## config.mk

```make
export PLATFORM = sky130hd
export DESIGN_NAME = compl_div
export DESIGN_NICKNAME = d
export VERILOG_FILES = /design/src/rtl/ctd_pkg.sv /design/src/rtl/ctd_prescale.sv /design/src/rtl/ctd_reduce.sv /design/src/rtl/ctd_restore.sv /design/src/rtl/compl_div.sv
export SDC_FILE = /design/constraint.sdc
export NUM_CORES = 2
export LEC_CHECK = 0
export ABC_AREA = 0
export BUFFER_PORTS_ARGS = -buffer_cell sky130_fd_sc_hd__buf_4
export CAP_MARGIN = 10
export CORE_MARGIN = 1.5
export CORE_UTILIZATION = 30
export DETAILED_ROUTE_END_ITERATION = 6
export PLACE_DENSITY_LB_ADDON = 0.25
export SYNTH_ARGS = -nofsm -noshare
export SYNTH_HDL_FRONTEND = slang
export SYNTH_HIERARCHICAL = 1
export SYNTH_SLANG_ARGS = --single-unit
```

## constraint.sdc

```tcl
create_clock -name clk -period 21.7 [get_ports clk]
set_input_delay 4.34 -clock clk [delete_from_list [all_inputs] [get_ports clk]]
set_output_delay 4.34 -clock clk [all_outputs]
set_load 0.01 [all_outputs]
```

## src/rtl/ctd_pkg.sv

```systemverilog
package ctd_pkg;
  typedef enum logic [1:0] {
    ST_IDLE   = 2'd0,
    ST_REDUCE = 2'd1,
    ST_SCALE  = 2'd2
  } ctd_state_e;
endpackage

```

## src/rtl/ctd_prescale.sv

```systemverilog
// Left-aligns the divisor and forms its complement with respect to 2^N.
module ctd_prescale #(
  parameter int N = 27,
  localparam int SW = $clog2(N)
) (
  input  logic [N-1:0]  div_in,
  output logic [SW-1:0] shift,
  output logic [N-1:0]  norm_div,
  output logic [N-1:0]  comp
);
  function automatic logic [SW-1:0] lead_zeros(input logic [N-1:0] v);
    logic [SW-1:0] n;
    n = '0;
    for (int i = 0; i < N; i++) begin
      if (v[i]) n = SW'(N - 1 - i);
    end
    return n;
  endfunction

  function automatic logic [N-1:0] base_complement(input logic [N-1:0] v);
    return N'(0) - v;
  endfunction

  always_comb begin
    shift    = lead_zeros(div_in);
    norm_div = div_in << shift;
    comp     = base_complement(norm_div);
  end
endmodule

```

## src/rtl/ctd_reduce.sv

```systemverilog
// One reduction step: next = upper * complement + lower.
module ctd_reduce #(
  parameter int N = 27,
  localparam int W2 = 2 * N
) (
  input  logic [W2-1:0] work,
  input  logic [N-1:0]  comp,
  output logic [N-1:0]  upper,
  output logic [W2-1:0] work_next
);
  function automatic logic [W2-1:0] fold(input logic [N-1:0] hi,
                                         input logic [N-1:0] lo,
                                         input logic [N-1:0] c);
    return W2'(hi) * W2'(c) + W2'(lo);
  endfunction

  always_comb begin
    upper     = work[W2-1:N];
    work_next = fold(work[W2-1:N], work[N-1:0], comp);
  end
endmodule

```

## src/rtl/ctd_restore.sv

```systemverilog
// One de-scaling step: halve the divisor, subtract it if it fits.
module ctd_restore #(
  parameter int N = 27,
  localparam int W2 = 2 * N
) (
  input  logic [W2-1:0] work,
  input  logic [N-1:0]  dv,
  output logic [N-1:0]  dv_half,
  output logic          take,
  output logic [W2-1:0] work_next
);
  always_comb begin
    dv_half   = dv >> 1;
    take      = work >= W2'(dv_half);
    work_next = take ? work - W2'(dv_half) : work;
  end
endmodule

```

## src/rtl/compl_div.sv

```systemverilog
module compl_div
  import ctd_pkg::*;
#(
  parameter int N = 27
) (
  input  logic             clk,
  input  logic             rst_n,
  input  logic             start,
  input  logic [2*N-1:0]   dividend,
  input  logic [N-1:0]     divisor,
  output logic             busy,
  output logic             done,
  output logic [2*N-1:0]   quotient,
  output logic [N-1:0]     remainder,
  output logic             div_zero,
  output logic             cap_err
);
  localparam int W2  = 2 * N;
  localparam int SW  = $clog2(N);
  localparam int CAP = 3 * N;
  localparam int CW  = $clog2(CAP + 1);

  ctd_state_e    state;
  logic [W2-1:0] work, quot;
  logic [N-1:0]  dvr, comp_r;
  logic [SW-1:0] shift_r;
  logic [CW-1:0] cnt;

  logic [SW-1:0] pre_shift;
  logic [N-1:0]  pre_norm, pre_comp;
  logic [N-1:0]  red_hi;
  logic [W2-1:0] red_next;
  logic [N-1:0]  rs_half;
  logic          rs_take;
  logic [W2-1:0] rs_next;

  // named internal events
  logic accept, in_reduce, in_scale, hi_zero, below, cap_hit, last_scale;

  ctd_prescale #(.N(N)) u_pre (
    .div_in(divisor), .shift(pre_shift), .norm_div(pre_norm), .comp(pre_comp)
  );
  ctd_reduce #(.N(N)) u_red (
    .work(work), .comp(comp_r), .upper(red_hi), .work_next(red_next)
  );
  ctd_restore #(.N(N)) u_rst (
    .work(work), .dv(dvr), .dv_half(rs_half), .take(rs_take), .work_next(rs_next)
  );

  always_comb begin
    accept     = start && (state == ST_IDLE);
    in_reduce  = (state == ST_REDUCE);
    in_scale   = (state == ST_SCALE);
    hi_zero    = (red_hi == '0);
    below      = work < W2'(dvr);
    cap_hit    = (cnt == CW'(CAP - 1));
    last_scale = (shift_r == SW'(1));
    busy       = (state != ST_IDLE);
  end

  always_ff @(posedge clk or negedge rst_n) begin
    if (!rst_n) begin
      state     <= ST_IDLE;
      work      <= '0;
      quot      <= '0;
      dvr       <= '0;
      comp_r    <= '0;
      shift_r   <= '0;
      cnt       <= '0;
      done      <= 1'b0;
      quotient  <= '0;
      remainder <= '0;
      div_zero  <= 1'b0;
      cap_err   <= 1'b0;
    end else begin
      done <= 1'b0;
      unique case (state)
        ST_IDLE: begin
          if (accept) begin
            cap_err <= 1'b0;
            if (divisor == '0) begin
              done      <= 1'b1;
              div_zero  <= 1'b1;
              quotient  <= '1;
              remainder <= '0;
            end else begin
              div_zero <= 1'b0;
              work     <= dividend;
              quot     <= '0;
              dvr      <= pre_norm;
              comp_r   <= pre_comp;
              shift_r  <= pre_shift;
              cnt      <= '0;
              state    <= ST_REDUCE;
            end
          end
        end
        ST_REDUCE: begin
          cnt <= cnt + 1'b1;
          if (cap_hit) begin
            state     <= ST_IDLE;
            done      <= 1'b1;
            cap_err   <= 1'b1;
            quotient  <= quot;
            remainder <= work[N-1:0];
          end else if (!hi_zero) begin
            work <= red_next;
            quot <= quot + W2'(red_hi);
          end else if (!below) begin
            work <= work - W2'(dvr);
            quot <= quot + 1'b1;
          end else if (shift_r == '0) begin
            state     <= ST_IDLE;
            done      <= 1'b1;
            quotient  <= quot;
            remainder <= work[N-1:0];
          end else begin
            state <= ST_SCALE;
          end
        end
        ST_SCALE: begin
          cnt <= cnt + 1'b1;
          if (cap_hit) begin
            state     <= ST_IDLE;
            done      <= 1'b1;
            cap_err   <= 1'b1;
            quotient  <= quot;
            remainder <= work[N-1:0];
          end else begin
            work    <= rs_next;
            quot    <= {quot[W2-2:0], rs_take};
            dvr     <= rs_half;
            shift_r <= shift_r - 1'b1;
            if (last_scale) begin
              state     <= ST_IDLE;
              done      <= 1'b1;
              quotient  <= {quot[W2-2:0], rs_take};
              remainder <= rs_next[N-1:0];
            end
          end
        end
        default: state <= ST_IDLE;
      endcase
    end
  end
endmodule

```

==> impl_metrics.env <==
export IMPL_run_status="finished with violations"
export IMPL_failed_checks="design-rule violations"
export IMPL_overall_track_demand_over_capacity_in_global_routing_pct=20.8
export IMPL_synth_cell_type_count=115
export IMPL_tns_ns=0
export IMPL_synthArstFlopShare_pct=100
export IMPL_slew_headroom_pct=14.8
export IMPL_rsz_0062_raised_after_global_routing="no"
export IMPL_number_of_fillers_in_the_final_layout=16900
export IMPL_endpoints_failing_setup=0
export IMPL_die_footprint_mm2=0.163
export IMPL_timing_final_crit_share_pct=39.0
export IMPL_synth_enable_flop_cells=0
export IMPL_cts_clk_slew_worst_paths_ns=0.06
export IMPL_crit_path_top_delay_cell="dfrtp_1"
export IMPL_post_synth_top_area_fraction_pct=27.1
export IMPL_dr_first_iter_drc_count=3128
export IMPL_layout_cells_most_common_list="inv_1, nand2_1, fa_1"
export IMPL_maxCapViolations=0
export IMPL_die_height_um=404
export IMPL_finalCriticalPeriod_ns=8.47
export IMPL_yosysWarnings=6
export IMPL_top_reg_cell_synth="dfrtp_1"
export IMPL_yosys_mux_area_fraction_pct=1.76
export IMPL_report_final_slew_viol_count=0
export IMPL_coreArea_mm2=0.159
export IMPL_worst_pin_slew_ns=1.27
export IMPL_stdcell_area_mm2=0.0520
export IMPL_holdBufCountCts=0
export IMPL_grt_pass1_vias=42500
export IMPL_postCtsSetupRepairBufs=0
export IMPL_drt_pass1_iterations=7
export IMPL_synth_compound_gate_area_share_pct=17.1
export IMPL_hold_violations=0
export IMPL_placement_cell_area_mm2=0.0508
export IMPL_worstSkewPairLatency_ns=0.59
export IMPL_vias=41500
export IMPL_gate_count_post_synth=5824
export IMPL_finalWorstSetupSlack_ns=13.23
export IMPL_ant_nets=0
export IMPL_post_drt_via_cell_ratio=5.33
export IMPL_layout_cells_most_common="inv_1"
export IMPL_post_synth_main_area_contributors="fa_1, dfrtp_1, ha_1, inv_1, nand2_1"
export IMPL_fp_row_count=146
export IMPL_clock_root_buffer="clkbuf_16"
export IMPL_wl_per_cell_um=21.8
export IMPL_final_nets=6726
export IMPL_final_setup_skew_ns=0.0470
export IMPL_syn_num_nets=6858
export IMPL_top_level_pins=169
export IMPL_largest_family_of_logic_cells_by_synthesized_area="adder cells"
export IMPL_clock_fmax_ghz=0.118
export IMPL_port_buffer_count=168
export IMPL_maximum_number_of_pins_on_one_net_before_global_route_repair=117
export IMPL_crit_top_cell="fa_1"
export IMPL_synth_seq_cells=260
export IMPL_max_stage_delay_ns=0.82
export IMPL_avgSynthCellArea_um2=8.27
export IMPL_grt_first_pass_wirelength_mm=264
export IMPL_setup_worst_path_start_class="flop"
export IMPL_synth_seq_area_share_pct=13.5
export IMPL_synth_xor_xnor_area_share_pct=3.05
export IMPL_area_delta_synth_final_pct=7.89
export IMPL_post_route_drc_count=7
export IMPL_yosys_area_share_simple_pct=18.9
export IMPL_synthesized_area_mm2=0.0482
export IMPL_floorplan_initialDensity_pct=30.3
export IMPL_tritoncts="yes"
export IMPL_gr_total_overflow=0
export IMPL_hpwl_mm=132
export IMPL_routabilityCongestion=0.901
export IMPL_pre_cts_ws_ns=12.98
export IMPL_timing_hold_worst_class="flop to flop"
export IMPL_peak_fanout_along_the_critical_path=27
export IMPL_die_w_um=404
export IMPL_drive_gt1_share_pct=7.89
export IMPL_postRouteWirelength_mm=170
export IMPL_cts_htree_levels=2
export IMPL_endpoint_kind="flop"
export IMPL_cts_made_buffers=36
export IMPL_post_synth_fa_ha_maj_area_fraction_pct=34.8
export IMPL_worst_case_clock_buffer_depth=3
export IMPL_antenna_violations_before_repair=5
export IMPL_multi_input_gate_area_in_the_final_layout_mm2=0.0365
export IMPL_final_seq_area_mm2=0.00651
export IMPL_worst_setup_path_type="flop to flop"
export IMPL_crit_required_ns=22.15
export IMPL_cts_resized=0
export IMPL_yosys_area_top_type="fa_1"
export IMPL_cts_sinks=260
export IMPL_critPathArrivalTime_ns=8.92
## Yosys cell counts, types with 10 or more instances
| cell | n |
|---|---|
| a211oi_1 | 37 |
| a21o_1 | 69 |
| a21oi_1 | 208 |
| a221o_1 | 14 |
| a221oi_1 | 94 |
| a22oi_1 | 56 |
| a31oi_1 | 54 |
| and2_1 | 385 |
| and3_1 | 35 |
| buf_2 | 39 |
| buf_4 | 60 |
| clkbuf_1 | 307 |
| dfrtp_1 | 260 |
| fa_1 | 652 |
| ha_1 | 298 |
| inv_1 | 879 |
| mux2_2 | 34 |
| mux2i_1 | 44 |
| nand2_1 | 787 |
| nand2b_1 | 21 |
| nand3_1 | 101 |
| nand4_1 | 41 |
| nor2_1 | 228 |
| nor2b_1 | 19 |
| nor3_1 | 76 |
| nor3b_1 | 10 |
| nor4_1 | 39 |
| nor4_2 | 11 |
| o211ai_1 | 24 |
| o21a_1 | 21 |
| o21ai_0 | 325 |
| o21ai_1 | 19 |
| o21bai_1 | 19 |
| o221ai_1 | 11 |
| o22ai_1 | 21 |
| o2bb2ai_1 | 10 |
| o31ai_1 | 66 |
| o31ai_2 | 19 |
| or3_1 | 29 |
| or4_1 | 15 |
| xnor2_1 | 91 |
| xor2_1 | 77 |
## through the flow
stage	hold slack [ns]	instances	utilization, %
after floorplan	0.454	5824	-
after global placement	0.468	7726	32.0
after detailed placement	0.471	7726	32.0
after CTS	0.492	7787	32.7
after global routing	0.512	7787	32.7
final	0.483	7789	32.7
## layer usage
| metal | global-route usage, % | vias up | wire length, um |
|---|---|---|---|
| li1 | - | 18900 | - |
| met1 | 29.3 | 21000 | 77500 |
| met2 | 33.9 | 1378 | 78900 |
| met3 | 2.07 | 217 | 8910 |
| met4 | 5.10 | 4 | 4180 |
| met5 | 0 | - | 26 |
## worst paths after layout
kind | from | to | slack [ns] | cells after the start
max in group asynchronous | rst_n | dvr[2]$_DFFE_PN0P_ | 15.81 | 3
worst min-delay path | quotient[25]$_DFFE_PN0P_ | quotient[25]$_DFFE_PN0P_ | 0.48 | 2
worst max register to register | work[43]$_DFFE_PN0P_ | work[41]$_DFFE_PN0P_ | 13.23 | 26
worst min register to register | quotient[25]$_DFFE_PN0P_ | quotient[25]$_DFFE_PN0P_ | 0.48 | 2
min in group asynchronous | rst_n | quotient[42]$_DFFE_PN0P_ | 3.74 | 1
worst max-delay path | work[43]$_DFFE_PN0P_ | work[41]$_DFFE_PN0P_ | 13.23 | 26
## sequential cells by signal, indices dropped and copies added (netlist names), 2 cells and up
register / cells
remainder: 27
comp_r: 27
shift_r: 5
quot: 54
cnt: 7
dvr: 27
state: 2
quotient: 54
work: 54
## final cells by class
class,instances,area share (%)
clock buffers,47,1.91
flip-flops and latches,260,12.5
multi-input cells,4257,70.3
diodes,2,0.00963
well taps,2072,4.99
inverters,885,6.40
repair buffers,252,3.65
clock inverters,14,0.262
## worst max-delay path, delay by kind of cell, from the launching register on
family	cells	cell delay, ns
AND/OR/NAND/NOR	5	0.94
flip-flops	1	0.82
adder cells (fa/ha/maj)	8	3.97
AO/OA/AOI/OAI	6	1.45
XOR/XNOR	1	0.32
buffers and inverters	6	0.77
## logic make-up (layout without fill, tap and decap cells)
group                      after synthesis  in the layout
AOI/OAI and AO/OA                     1205           1205
xor gates and xnor gates               168            168
adders and majority gates              950            950
buffers and inverters                 1307           1198
DFF                                    260            260
muxes                                   80             80
other                                    1              3
and+or+nand+nor                       1853           1853
Power is left out: the tool's default activity adds up to more than one toggle a clock period on the data nets, which glitch-free logic cannot reach.
